<file path="src/rtl/cu_regs_pkg.sv">
package cu_regs_pkg;

  localparam int unsigned WORD_W  = 32;
  localparam int unsigned WIN_AW  = 8;
  localparam int unsigned SIZE_W  = 3;
  localparam int unsigned LANE_W  = 8;

  localparam logic [WIN_AW-1:0] OFS_ENABLE = 8'h00;
  localparam logic [WIN_AW-1:0] OFS_CONFIG = 8'h04;
  localparam logic [WIN_AW-1:0] OFS_POWER  = 8'h08;

  function automatic logic [WORD_W-1:0] config_word(input int unsigned cores);
    logic [WORD_W-1:0] w;
    w = '0;
    for (int unsigned i = 0; i < 4; i++) begin
      if (i < cores) w[4+i] = 1'b1;
    end
    w[1:0] = 2'(cores - 1);
    return w;
  endfunction

  function automatic logic size_is_legal(input logic [SIZE_W-1:0] s);
    return (s == 3'd1) || (s == 3'd2) || (s == 3'd4);
  endfunction

  function automatic logic [WORD_W-1:0] size_mask(input logic [SIZE_W-1:0] s);
    case (s)
      3'd1:    return 32'h0000_00FF;
      3'd2:    return 32'h0000_FFFF;
      default: return 32'hFFFF_FFFF;
    endcase
  endfunction

endpackage

</file>
<file path="src/rtl/cu_rst_sync.sv">
module cu_rst_sync #(
  parameter int unsigned STAGES = 2
) (
  input  logic clk,
  input  logic rst_n,
  output logic rst_sync_n
);
  logic [STAGES-1:0] chain_q;
  logic [STAGES-1:0] chain_d;

  always_comb chain_d = {chain_q[STAGES-2:0], 1'b1};

  always_ff @(posedge clk or negedge rst_n) begin
    if (!rst_n) chain_q <= '0;
    else        chain_q <= chain_d;
  end

  assign rst_sync_n = chain_q[STAGES-1];
endmodule

</file>
<file path="src/rtl/cu_wr_lanes.sv">
module cu_wr_lanes
  import cu_regs_pkg::*;
(
  input  logic              wr_req,
  input  logic [WIN_AW-1:0] addr,
  input  logic [SIZE_W-1:0] size,
  input  logic [WORD_W-1:0] wdata,
  output logic              enable_we,
  output logic              power_we,
  output logic [WORD_W-1:0] power_mask,
  output logic [WORD_W-1:0] power_data
);
  logic              legal;
  logic              hit_power;
  logic [4:0]        shamt;
  logic [WORD_W-1:0] base_mask;

  always_comb begin
    legal      = size_is_legal(size);
    hit_power  = (addr[WIN_AW-1:2] == OFS_POWER[WIN_AW-1:2]);
    shamt      = {addr[1:0], 3'b000};
    base_mask  = size_mask(size);
    enable_we  = wr_req && legal && (addr == OFS_ENABLE);
    power_we   = wr_req && legal && hit_power;
    power_mask = base_mask << shamt;
    power_data = (wdata & base_mask) << shamt;
  end
endmodule

</file>
<file path="src/rtl/cu_power_word.sv">
module cu_power_word #(
  parameter int unsigned WIDTH = 32,
  parameter int unsigned LANE  = 8
) (
  input  logic             clk,
  input  logic             rst_n,
  input  logic             we,
  input  logic [WIDTH-1:0] mask,
  input  logic [WIDTH-1:0] data,
  output logic [WIDTH-1:0] word_q
);
  localparam int unsigned LANES = WIDTH / LANE;

  for (genvar g = 0; g < LANES; g++) begin : g_lane
    logic [LANE-1:0] lane_q;
    logic [LANE-1:0] lane_d;
    logic            lane_en;

    always_comb begin
      lane_en = we && (|mask[g*LANE +: LANE]);
      lane_d  = (lane_q & ~mask[g*LANE +: LANE]) |
                (data[g*LANE +: LANE] & mask[g*LANE +: LANE]);
    end

    always_ff @(posedge clk or negedge rst_n) begin
      if (!rst_n)       lane_q <= '0;
      else if (lane_en) lane_q <= lane_d;
    end

    assign word_q[g*LANE +: LANE] = lane_q;
  end
endmodule

</file>
<file path="src/rtl/cu_rd_mux.sv">
module cu_rd_mux
  import cu_regs_pkg::*;
#(
  parameter int unsigned NUM_CORES = 1
) (
  input  logic [WIN_AW-1:0] addr,
  input  logic              enable_q,
  input  logic [WORD_W-1:0] power_q,
  output logic [WORD_W-1:0] rd_value
);
  localparam logic [WORD_W-1:0] CFG_VALUE = config_word(NUM_CORES);

  always_comb begin
    rd_value = '0;
    if (addr == OFS_ENABLE)
      rd_value = {{(WORD_W-1){1'b0}}, enable_q};
    else if (addr == OFS_CONFIG)
      rd_value = CFG_VALUE;
    else if (addr[WIN_AW-1:2] == OFS_POWER[WIN_AW-1:2])
      rd_value = power_q >> {addr[1:0], 3'b000};
  end
endmodule

</file>
<file path="src/rtl/cu_regs_top.sv">
module cu_regs_top
  import cu_regs_pkg::*;
#(
  parameter int unsigned NUM_CORES = 1
) (
  input  logic              clk,
  input  logic              rst_n,
  input  logic              req_valid,
  input  logic              req_write,
  input  logic [WIN_AW-1:0] req_addr,
  input  logic [SIZE_W-1:0] req_size,
  input  logic [WORD_W-1:0] req_wdata,
  output logic [WORD_W-1:0] rsp_rdata
);
  logic              rst_sync_n;
  logic              wr_req;
  logic              rd_req;
  logic              enable_we;
  logic              power_we;
  logic [WORD_W-1:0] power_mask;
  logic [WORD_W-1:0] power_data;
  logic [WORD_W-1:0] power_q;
  logic              enable_q;
  logic              enable_d;
  logic [WORD_W-1:0] rd_value;
  logic [WORD_W-1:0] rdata_q;

  cu_rst_sync #(.STAGES(2)) u_rst_sync (
    .clk       (clk),
    .rst_n     (rst_n),
    .rst_sync_n(rst_sync_n)
  );

  always_comb begin
    wr_req = req_valid && req_write;
    rd_req = req_valid && !req_write;
  end

  cu_wr_lanes u_wr_lanes (
    .wr_req    (wr_req),
    .addr      (req_addr),
    .size      (req_size),
    .wdata     (req_wdata),
    .enable_we (enable_we),
    .power_we  (power_we),
    .power_mask(power_mask),
    .power_data(power_data)
  );

  cu_power_word #(.WIDTH(WORD_W), .LANE(LANE_W)) u_power_word (
    .clk   (clk),
    .rst_n (rst_sync_n),
    .we    (power_we),
    .mask  (power_mask),
    .data  (power_data),
    .word_q(power_q)
  );

  always_comb enable_d = req_wdata[0];

  always_ff @(posedge clk or negedge rst_sync_n) begin
    if (!rst_sync_n)    enable_q <= 1'b0;
    else if (enable_we) enable_q <= enable_d;
  end

  cu_rd_mux #(.NUM_CORES(NUM_CORES)) u_rd_mux (
    .addr    (req_addr),
    .enable_q(enable_q),
    .power_q (power_q),
    .rd_value(rd_value)
  );

  always_ff @(posedge clk or negedge rst_sync_n) begin
    if (!rst_sync_n) rdata_q <= '0;
    else if (rd_req) rdata_q <= rd_value;
  end

  assign rsp_rdata = rdata_q;
endmodule

</file>
<file path="config.mk">
export PLATFORM = sky130hd
export DESIGN_NAME = cu_regs_top
export DESIGN_NICKNAME = d
export VERILOG_FILES = /design/src/rtl/cu_regs_pkg.sv /design/src/rtl/cu_rst_sync.sv /design/src/rtl/cu_wr_lanes.sv /design/src/rtl/cu_power_word.sv /design/src/rtl/cu_rd_mux.sv /design/src/rtl/cu_regs_top.sv
export SDC_FILE = /design/constraint.sdc
export NUM_CORES = 1
export LEC_CHECK = 0
export BUFFER_PORTS_ARGS = -buffer_cell sky130_fd_sc_hd__buf_4
export CAP_MARGIN = 20
export CORE_UTILIZATION = 58
export CTS_CLUSTER_DIAMETER = 100
export DETAILED_ROUTE_END_ITERATION = 10
export HOLD_SLACK_MARGIN = 0.02
export PLACE_DENSITY = 0.85
export SYNTH_ARGS = -nofsm -noshare
export SYNTH_HDL_FRONTEND = slang
export SYNTH_SLANG_ARGS = --single-unit
export TNS_END_PERCENT = 20
</file>
<file path="constraint.sdc">
create_clock -name clk -period 5 [get_ports clk]
set_clock_uncertainty 0.15 [all_clocks]
set_input_delay 0.25 -clock clk [delete_from_list [all_inputs] [get_ports clk]]
set_output_delay 0.25 -clock clk [all_outputs]
set_load 0.02 [all_outputs]
</file>
==> results.py, run 1 <==
metrics = {
    "floorplan": {
        "initial_utilization_pct": 60.0,
        "rows": 28,
        "coreArea_mm2": 0.00589,
        "horizontal_die_dimension_um": 80.0,
        "boundaryPins": 79,
        "dieHeight_um": 80.0,
        "design.die.area_mm2": 0.00641,
    },
    "yosys": {
        "syn_area_mm2": 0.00353,
        "yosysUniqueCellTypes": 40,
        "syn_nets": 364,
        "postSynthCellCount": 317,
        "ffs_latches_synth": 67,
        "syn_avg_cell_area_um2": 11.1,
        "register_area_share_after_synthesis_pct": 47.5,
        "total_of_warnings_raised_by_yosys": 0,
    },
    "timing": {
        "final_critical_path_setup_slack_ns": 2.69,
        "slew_at_the_pin_closest_to_its_max_slew_limit_ns": 0.830,
        "worst_hold_slack_ns": 0.0411,
        "grt_setup_unrepaired": "false",
        "final-max-slew-violation-count": 0,
        "hold_viol": 0,
        "final.period_utilization_pct": 46.2,
        "fin_tns_setup_ns": 0,
        "setup-violations-final": 0,
        "timing.final.crit_period_ns": 2.31,
        "max_clock_freq_mhz": 432,
        "max-slew-margin-rel_pct": 44.7,
    },
    "place": {
        "io_buffers": 78,
        "post_dp_cell_area_mm2": 0.00413,
        "gpl.final_weighted_congestion": 0.877,
        "place_worst_setup_slack_ns": 2.33,
        "placed_cells_incl_taps": 449,
        "place.detailed.hpwl_um": 6080,
    },
    "pwr": {
        "power.density_mw_per_mm2": 259,
        "max-vdd-ir-drop_uv": 207,
        "leak_pwr_uw": 0.00214,
    },
    "critical_path": {
        "worst_setup_path_end_kind": "flip-flop",
        "critPathMaxStageDelay_ns": 0.78,
        "timing.critical_path.required_ns": 5.09,
        "criticalPathCategory": "in2reg",
        "cp_cell_sequence": "buf_4, nor4_1, nand2_1, nor4_4, mux2_2",
        "critical-path-top-delay-family": "simple AND/OR/NAND/NOR gates",
        "max_fo_critical_path": 20,
        "cp.arrival_ns": 2.41,
        "worstSetupStartpointType": "input port",
        "cp.buffers_inverters": 1,
        "worst_path_max_delay_cell": "sky130_fd_sc_hd__nor4_4",
    },
    "cts": {
        "clk_path_buf_depth": 2,
        "clk_latency_ns": 0.36,
        "clkSlewWorstSetupHoldPaths_ns": 0.07,
        "tritoncts_num_sinks": 67,
        "ctsHoldBuffers": 9,
        "post-cts-setup-buffers": 0,
        "cts.htree.levels": 3,
        "tritoncts_clock_tree": "built",
        "clock-root-buffer": "sky130_fd_sc_hd__clkbuf_8",
        "cts_resized": 0,
        "cts_made_buffers": 9,
    },
    "layout": {
        "antennaDiodeCount": 0,
        "drive_gt1_share_pct": 34.6,
        "filler_cell_count": 405,
        "layout.nets": 441,
        "final_area_mm2": 0.00442,
        "finish.cell_count_without_fillers": 474,
        "area.growth.synth_to_final_pct": 25.0,
    },
    "detailed_routing": {
        "first_pass_iteration_count_of_the_detailed_router": 9,
        "routed_wirelength_um": 8780,
        "drt-vias-per-instance": 6.09,
        "route.detailed.drc": 1,
        "dr_total_vias": 2888,
        "wl_per_cell_um": 18.5,
        "drt-initial-drc-count": 312,
        "postRouteAntennaNets": 0,
    },
    "global_route": {
        "grtUsageTotal_pct": 29.9,
        "global_route.overflow_total": 0,
        "number_of_antenna_violations_at_the_first_check_in_global_routing": 0,
        "grt_pass1_vias": 2743,
        "global_route_wire_length_before_repair_um": 14000,
        "grt_start_max_net_pins": 66,
    },
    "run": {
        "timing.max_cap.violations": 0,
    },
    "outcome": {
        "failed_checks": "design-rule violations",
        "outcome": "finished with violations",
    },
    "worst_hold_path": {
        "min-delay-path-class": "in2reg",
    },
}
layout make-up:
cell class | count | area (um^2) | area share [%]
timing repair buffer | 89 | 691 | 15.6
sequential | 67 | 1680 | 38.0
clock inverter | 7 | 68.8 | 1.56
multi-input combinational | 227 | 1760 | 39.9
clock buffer | 9 | 124 | 2.81
tap | 75 | 93.8 | 2.13
report_power, final:
group	internal [uW]	switching (uW)
Sequential	549	7.50
Combinational	61.6	75.1
Clock	228	224
Total	839	306
worst paths after layout:
check | slack, ns | from | cells after the start | endpoint
setup reg to reg | 3.42 | flip-flop | 4 | rsp_rdata[0]
hold / removal | 0.04 | req_addr[6] | 3 | rsp_rdata[4]
max in group asynchronous | 3.84 | u_rst_sync.chain_q[1] | 1 | rsp_rdata[12]
min in group asynchronous | 0.05 | rst_n | 2 | u_rst_sync.chain_q[1]
setup / recovery | 2.69 | req_addr[5] | 5 | flip-flop
hold reg to reg | 0.21 | u_rst_sync.chain_q[0] | 0 | u_rst_sync.chain_q[1]
cell usage in the layout, fill, tap and decap left out, types with 9 or more instances in the layout:
| cell | Yosys | routed |
|---|---|---|
| sky130_fd_sc_hd__mux2i_1 | 24 | 24 |
| sky130_fd_sc_hd__a21oi_1 | 9 | 9 |
| sky130_fd_sc_hd__buf_4 | 0 | 80 |
| sky130_fd_sc_hd__o21ai_0 | 18 | 18 |
| sky130_fd_sc_hd__dfrtp_1 | 67 | 66 |
| sky130_fd_sc_hd__nand2b_1 | 10 | 10 |
| sky130_fd_sc_hd__mux2_2 | 33 | 33 |
| sky130_fd_sc_hd__nand2_1 | 28 | 28 |
| sky130_fd_sc_hd__o31ai_1 | 9 | 9 |
| sky130_fd_sc_hd__nor2b_1 | 12 | 12 |
| sky130_fd_sc_hd__clkbuf_8 | 0 | 9 |
| sky130_fd_sc_hd__nor2_1 | 9 | 9 |
| sky130_fd_sc_hd__dlygate4sd3_1 | 0 | 9 |
Yosys cell counts:
library cell,instances,area share [%]
sky130_fd_sc_hd__a2111o_1,1,0.32
sky130_fd_sc_hd__a2111oi_0,6,1.5
sky130_fd_sc_hd__a211o_1,1,0.25
sky130_fd_sc_hd__a211oi_1,7,1.5
sky130_fd_sc_hd__a21o_1,6,1.3
sky130_fd_sc_hd__a21oi_1,9,1.3
sky130_fd_sc_hd__a221o_1,8,2.3
sky130_fd_sc_hd__a22o_1,8,2.0
sky130_fd_sc_hd__a32oi_1,1,0.25
sky130_fd_sc_hd__and2_1,8,1.4
sky130_fd_sc_hd__and3_1,1,0.18
sky130_fd_sc_hd__buf_1,5,0.53
sky130_fd_sc_hd__buf_2,7,0.99
sky130_fd_sc_hd__clkbuf_1,11,1.2
sky130_fd_sc_hd__conb_1,1,0.11
sky130_fd_sc_hd__dfrtp_1,67,47
sky130_fd_sc_hd__mux2_2,33,11
sky130_fd_sc_hd__mux2i_1,24,6.8
sky130_fd_sc_hd__mux4_2,1,0.64
sky130_fd_sc_hd__nand2_1,28,3.0
sky130_fd_sc_hd__nand2b_1,10,1.8
sky130_fd_sc_hd__nor2_1,9,0.96
sky130_fd_sc_hd__nor2b_1,12,2.1
sky130_fd_sc_hd__nor3_1,3,0.42
sky130_fd_sc_hd__nor3b_1,1,0.21
sky130_fd_sc_hd__nor3b_2,1,0.35
sky130_fd_sc_hd__nor4_1,1,0.18
sky130_fd_sc_hd__nor4_2,1,0.35
sky130_fd_sc_hd__nor4_4,3,1.8
sky130_fd_sc_hd__o2111ai_2,1,0.42
sky130_fd_sc_hd__o21a_1,1,0.21
sky130_fd_sc_hd__o21ai_0,18,2.6
sky130_fd_sc_hd__o21bai_1,1,0.21
sky130_fd_sc_hd__o2bb2ai_1,8,2.0
sky130_fd_sc_hd__o31ai_1,9,1.9
sky130_fd_sc_hd__or3_1,1,0.18
sky130_fd_sc_hd__or3b_2,1,0.25
sky130_fd_sc_hd__or4_1,1,0.21
sky130_fd_sc_hd__xnor2_1,1,0.25
sky130_fd_sc_hd__xor2_1,1,0.25
logic make-up after synthesis:
group / share of synthesized area, %
XOR/XNOR: 0.496
multiplexers: 18.0
AO/OA/AOI/OAI: 17.9
flip-flops: 47.5
buffers and inverters: 2.69
other: 0.106
AND/OR/NAND/NOR: 13.4
routing by layer:
metal	part of all wire (%)	wire length [um]	vias up	GRT usage, %
met5	0	0	-	0
met4	2.4	210	0	14.1
met3	5.5	483	18	4.69
met2	48	4180	111	45.8
met1	44	3900	1426	41.5
li1	-	-	1333	-
tightest hold or removal path: stages:
cell	delay (ns)
sky130_fd_sc_hd__buf_4	0.08
sky130_fd_sc_hd__or4_1	0.11
sky130_fd_sc_hd__o31ai_1	0.07
metrics by stage:
stage	utilization (%)	power, uW
finish	75.0	1150
floorplan	-	642
detailed placement	70.2	696
global route	75.0	1190
global placement	70.2	692
CTS	75.0	1140
Power figures use the tool's default switching activity.
==> inputs of run 2 (changes only) <==
CORE_UTILIZATION = 49   (was 58)
PLACE_DENSITY = 0.76   (was 0.85)
clock period = 2 ns   (was 5 ns; I/O delays follow)
==> results.py, run 2 (synthesis gave the netlist of run 1 again) <==
metrics = {
    "outcome": {
        "outcome": "completed",
    },
    "cts": {
        "clkSlewWorstSetupHoldPaths_ns": 0.07,
        "clk_path_buf_depth": 2,
        "cts.htree.levels": 3,
        "clk_latency_ns": 0.34,
        "tritoncts_num_sinks": 67,
        "cts_made_buffers": 9,
        "tritoncts_clock_tree": "built",
        "post-cts-setup-buffers": 0,
        "clock-root-buffer": "sky130_fd_sc_hd__clkbuf_8",
    },
    "floorplan": {
        "rows": 30,
        "dieHeight_um": 86.9,
        "horizontal_die_dimension_um": 86.9,
        "design.die.area_mm2": 0.00755,
        "initial_utilization_pct": 51.4,
        "boundaryPins": 79,
        "coreArea_mm2": 0.00687,
    },
    "place": {
        "placed_cells_incl_taps": 483,
        "io_buffers": 78,
        "place.detailed.hpwl_um": 5960,
        "gpl.final_weighted_congestion": 0.852,
    },
    "detailed_routing": {
        "wl_per_cell_um": 16.1,
        "drt-initial-drc-count": 195,
        "routed_wirelength_um": 8510,
        "dr_total_vias": 2890,
        "postRouteAntennaNets": 0,
        "first_pass_iteration_count_of_the_detailed_router": 4,
        "drt-vias-per-instance": 5.47,
        "route.detailed.drc": 0,
    },
    "worst_hold_path": {
        "hold_path_startpoint": "req_addr[2]",
        "min-delay-path-class": "in2reg",
        "cell_count_of_the_worst_hold_path": 4,
        "whs_endpoint": "rsp_rdata[4]",
    },
    "timing": {
        "grt_setup_unrepaired": "false",
        "max_clock_freq_mhz": 515,
        "max-slew-margin-rel_pct": 57.5,
        "worst_hold_slack_ns": 0.0473,
        "fin_tns_setup_ns": 0,
        "final.period_utilization_pct": 97.1,
        "final-max-slew-violation-count": 0,
        "timing.final.crit_period_ns": 1.94,
        "slew_at_the_pin_closest_to_its_max_slew_limit_ns": 0.636,
        "hold_viol": 0,
        "setup-violations-final": 0,
    },
    "critical_path": {
        "worst_path_max_delay_cell": "sky130_fd_sc_hd__dlygate4sd3_1",
        "critPathMaxStageDelay_ns": 0.55,
        "cp.arrival_ns": 2.02,
        "timing.critical_path.required_ns": 2.07,
        "critical_path.reg2reg.endpoint": "rsp_rdata[0]",
        "r2r.worst_path.cells": 4,
        "cp_cell_sequence": "buf_4, dlygate4sd3_1, or4_1, nor3b_1, nor2b_1, mux2_2",
        "worst_setup_path_end_kind": "flip-flop",
        "criticalPathCategory": "in2reg",
        "worstSetupStartpointType": "input port",
        "reg2reg_slack_ns": 0.38,
        "max_fo_critical_path": 2,
    },
    "layout": {
        "most_frequent_cells_in_the_layout": "sky130_fd_sc_hd__buf_4 (90), sky130_fd_sc_hd__dfrtp_1 (66), sky130_fd_sc_hd__mux2_2 (33)",
        "layout.nets": 475,
        "mostFrequentLayoutCell": "sky130_fd_sc_hd__buf_4",
        "drive_gt1_share_pct": 35.0,
        "finish.cell_count_without_fillers": 528,
        "antennaDiodeCount": 0,
        "area.growth.synth_to_final_pct": 35.4,
    },
    "global_route": {
        "grt_start_max_net_pins": 66,
        "global_route.overflow_total": 0,
        "number_of_antenna_violations_at_the_first_check_in_global_routing": 0,
        "grt_pass1_vias": 2730,
        "global_route_wire_length_before_repair_um": 14000,
        "grtUsageTotal_pct": 24.5,
    },
    "pwr": {
        "power.density_mw_per_mm2": 588,
        "leak_pwr_uw": 0.00231,
        "max-vdd-ir-drop_uv": 321,
    },
    "run": {
        "timing.max_cap.violations": 0,
    },
}
-- run 2: cell count changes in the layout (fill, tap and decap cells not counted), moves of 2 or more --
cell,before,now
sky130_fd_sc_hd__clkbuf_8,9,12
sky130_fd_sc_hd__dlygate4sd3_1,9,30
sky130_fd_sc_hd__clkinvlp_4,2,0
sky130_fd_sc_hd__buf_4,80,90
sky130_fd_sc_hd__buf_12,0,3
-- run 2: critical path, delay by kind of cell --
family	cells	cell delay (ns)
simple gates	3	0.89
buf+inv	2	0.67
mux	1	0.35
-- run 2: repair_timing --
item | 4_1_cts | 5_1_grt
gates resized for setup | 0 | 3
endpoints found under the setup margin | 0 | 27
hold buffers | 30 | 0
endpoints found under the hold margin | 20 | 0
-- run 2: layout make-up --
class / count / area, um^2
Fill cell: 524 / 2090
Multi-Input combinational cell: 227 / 1770
Sequential cell: 67 / 1680
Timing Repair Buffer: 123 / 1040
Clock buffer: 13 / 169
Tap cell: 96 / 120
Clock inverter: 2 / 10.0
-- run 2: metal layers --
layer | vias to the layer above | share of wire, % | track usage (%)
met5 | - | 0 | 0
met3 | 11 | 4.2 | 6.16
met1 | 1392 | 48 | 35.5
li1 | 1401 | - | -
met4 | 0 | 1.1 | 5.76
met2 | 86 | 46 | 36.8
-- run 2: power breakdown --
part / total [uW] / internal, uW / switching (uW)
sequential: 1390 / 1370 / 19.1
combinational: 393 / 197 / 196
clock: 1030 / 541 / 484
-- run 2: metrics by stage --
step / cell area [um^2] / util, % / setup slack (ns) / total power [uW]
3_5_place_dp: 4290 / 62.5 / 0.0446 / 1760
4_1_cts: 4770 / 69.5 / 0.0303 / 2820
3_3_place_gp: 4290 / 62.5 / 0.0666 / 1760
2_1_floorplan: 3530 / - / 0.177 / 1600
6_report: 4780 / 69.6 / 0.0590 / 2810
5_1_grt: 4780 / 69.6 / 0.0265 / 2930
-- run 2: worst max path at each step --
stage	from	endpoint	slack, ns	cells after the start
after global routing	req_addr[6]	enable_q	0.03	6
after global placement	req_addr[0]	flip-flop	0.07	6
after CTS	req_addr[3]	flip-flop	0.03	7
final	req_addr[6]	enable_q	0.06	6
after floorplan	req_size[2]	flip-flop	0.18	5
after detailed placement	req_size[0]	flip-flop	0.04	5
==> inputs of run 3 (changes only) <==
CORE_MARGIN = 5   (was unset)
CORE_UTILIZATION = 58   (was 49)
PLACE_DENSITY = 0.85   (was 0.76)
SKIP_CTS_REPAIR_TIMING = 1   (was unset)
clock period = 2.3 ns   (was 2 ns; I/O delays follow)
==> results.py, run 3 (synthesis gave the netlist of run 1 again) <==
metrics = {
    "critical_path": {
        "criticalPathCategory": "in2reg",
        "worst_setup_path_end_kind": "flip-flop",
        "cp-startpoint": "req_addr[6]",
        "reg2reg_slack_ns": 0.69,
        "cp.arrival_ns": 2.28,
        "r2r.worst_path.cells": 4,
        "timing.critical_path.required_ns": 2.40,
        "critical_path.reg2reg.endpoint": "rsp_rdata[0]",
        "worstSetupStartpointType": "input port",
        "critical_path.endpoint": "rsp_rdata[22]",
        "max_fo_critical_path": 16,
    },
    "layout": {
        "drive_gt1_share_pct": 35.2,
        "multi_input_area_mm2": 0.00176,
        "sequential_cell_area_mm2": 0.00168,
        "final_area_mm2": 0.00461,
        "filler_cell_count": 369,
        "mostFrequentLayoutCell": "sky130_fd_sc_hd__buf_4",
        "finish.utilization_pct": 77.8,
        "area.growth.synth_to_final_pct": 30.4,
        "antennaDiodeCount": 0,
        "most_frequent_cells_in_the_layout": "sky130_fd_sc_hd__buf_4 (88), sky130_fd_sc_hd__dfrtp_1 (66), sky130_fd_sc_hd__mux2_2 (33)",
        "layout.nets": 460,
        "finish.cell_count_without_fillers": 493,
    },
    "place": {
        "post_dp_cell_area_mm2": 0.00423,
        "gpl.final_weighted_congestion": 0.876,
        "placed_cells_incl_taps": 459,
        "place_worst_setup_slack_ns": 0.196,
        "place.detailed.hpwl_um": 6400,
        "io_buffers": 78,
    },
    "floorplan": {
        "boundaryPins": 79,
        "initial_utilization_pct": 59.7,
        "horizontal_die_dimension_um": 88.0,
        "design.die.area_mm2": 0.00775,
        "dieHeight_um": 88.0,
        "rows": 28,
        "coreArea_mm2": 0.00592,
    },
    "detailed_routing": {
        "postRouteAntennaNets": 0,
        "wl_per_cell_um": 18.5,
        "dr_total_vias": 2964,
        "drt-vias-per-instance": 6.01,
        "routed_wirelength_um": 9140,
        "route.detailed.drc": 0,
        "drt-initial-drc-count": 239,
        "first_pass_iteration_count_of_the_detailed_router": 6,
    },
    "cts": {
        "clk_path_buf_depth": 2,
        "clk_latency_ns": 0.34,
        "cts_made_buffers": 9,
        "clkSlewWorstSetupHoldPaths_ns": 0.07,
        "tritoncts_clock_tree": "built",
        "cts.htree.levels": 3,
        "tritoncts_num_sinks": 67,
        "clock-root-buffer": "sky130_fd_sc_hd__clkbuf_8",
    },
    "timing": {
        "slew_at_the_pin_closest_to_its_max_slew_limit_ns": 0.754,
        "setup-violations-final": 0,
        "grt_setup_unrepaired": "false",
        "final.period_utilization_pct": 94.8,
        "final_critical_path_setup_slack_ns": 0.119,
        "hold_viol": 2,
        "final-max-slew-violation-count": 0,
        "max_clock_freq_mhz": 459,
        "max-slew-margin-rel_pct": 49.6,
        "worst_hold_slack_ns": -0.00867,
        "timing.final.crit_period_ns": 2.18,
        "fin_tns_setup_ns": 0,
    },
    "pwr": {
        "max-vdd-ir-drop_uv": 384,
        "leak_pwr_uw": 0.00224,
        "power.density_mw_per_mm2": 544,
    },
    "global_route": {
        "grtUsageTotal_pct": 23.9,
        "global_route_wire_length_before_repair_um": 14200,
        "global_route.overflow_total": 0,
        "grt_start_max_net_pins": 64,
        "number_of_antenna_violations_at_the_first_check_in_global_routing": 0,
        "grt_pass1_vias": 2865,
    },
    "outcome": {
        "failed_checks": "negative hold slack",
        "outcome": "finished with violations",
    },
    "run": {
        "timing.max_cap.violations": 0,
    },
    "worst_hold_path": {
        "min-delay-path-class": "in2reg",
    },
}
==> run 3: cell types whose count changed in the layout (fill, tap and decap cells not counted), sizes merged <==
cell	delta
clkinv	+1
buf	-3
bufinv	+1
clkbuf	-2
dlygate4sd3	-12
clkinvlp	+1
==> run 3: report_power, final <==
group	total (uW)	internal (uW)	switching (uW)
Clock	971	525	446
Sequential	1210	1190	17.2
Combinational	323	154	169
==> run 3: final cells by class <==
type / count / share of cell area (%)
Clock inverter: 5 / 1.14
Timing Repair Buffer: 108 / 19.1
Tap cell: 75 / 2.04
Clock buffer: 11 / 3.07
Multi-Input combinational cell: 227 / 38.2
Sequential cell: 67 / 36.4
==> run 3: stage by stage <==
step,hold WS [ns],total power (uW)
2_1_floorplan,-0.331,1400
3_3_place_gp,-0.253,1520
3_5_place_dp,-0.251,1530
4_1_cts,-0.611,2480
5_1_grt,0.0209,2600
6_report,-0.00867,2510
==> run 3: critical path, stage by stage <==
cell and delay [ns]:
sky130_fd_sc_hd__dlygate4sd3_1 0.54, sky130_fd_sc_hd__buf_4 0.13, sky130_fd_sc_hd__nor4_1 0.20, sky130_fd_sc_hd__nand2_1 0.29, sky130_fd_sc_hd__buf_4 0.29, sky130_fd_sc_hd__or3_1 0.45
sky130_fd_sc_hd__o21ai_0 0.26
==> run 3: worst min-delay path by stage <==
| stage | cells past startpoint | slack [ns] | endpoint | start |
|---|---|---|---|---|
| finish | 3 | -0.009 | rsp_rdata[4] | req_addr[2] |
| global route | 3 | 0.02 | flip-flop | req_wdata[13] |
| CTS | 1 | -0.61 | u_rst_sync.chain_q[1] | rst_n |
| detailed placement | 1 | -0.25 | u_rst_sync.chain_q[0] | rst_n |
| global placement | 1 | -0.25 | u_rst_sync.chain_q[0] | rst_n |
| floorplan | 0 | -0.33 | u_rst_sync.chain_q[0] | rst_n |
==> run 3: routing by layer <==
layer	routed length (um)	track usage (%)	vias to the layer above
li1	-	-	1379
met3	624	3.76	18
met5	0	0	-
met1	4070	33.7	1447
met2	4290	37.3	120
met4	156	9.34	0
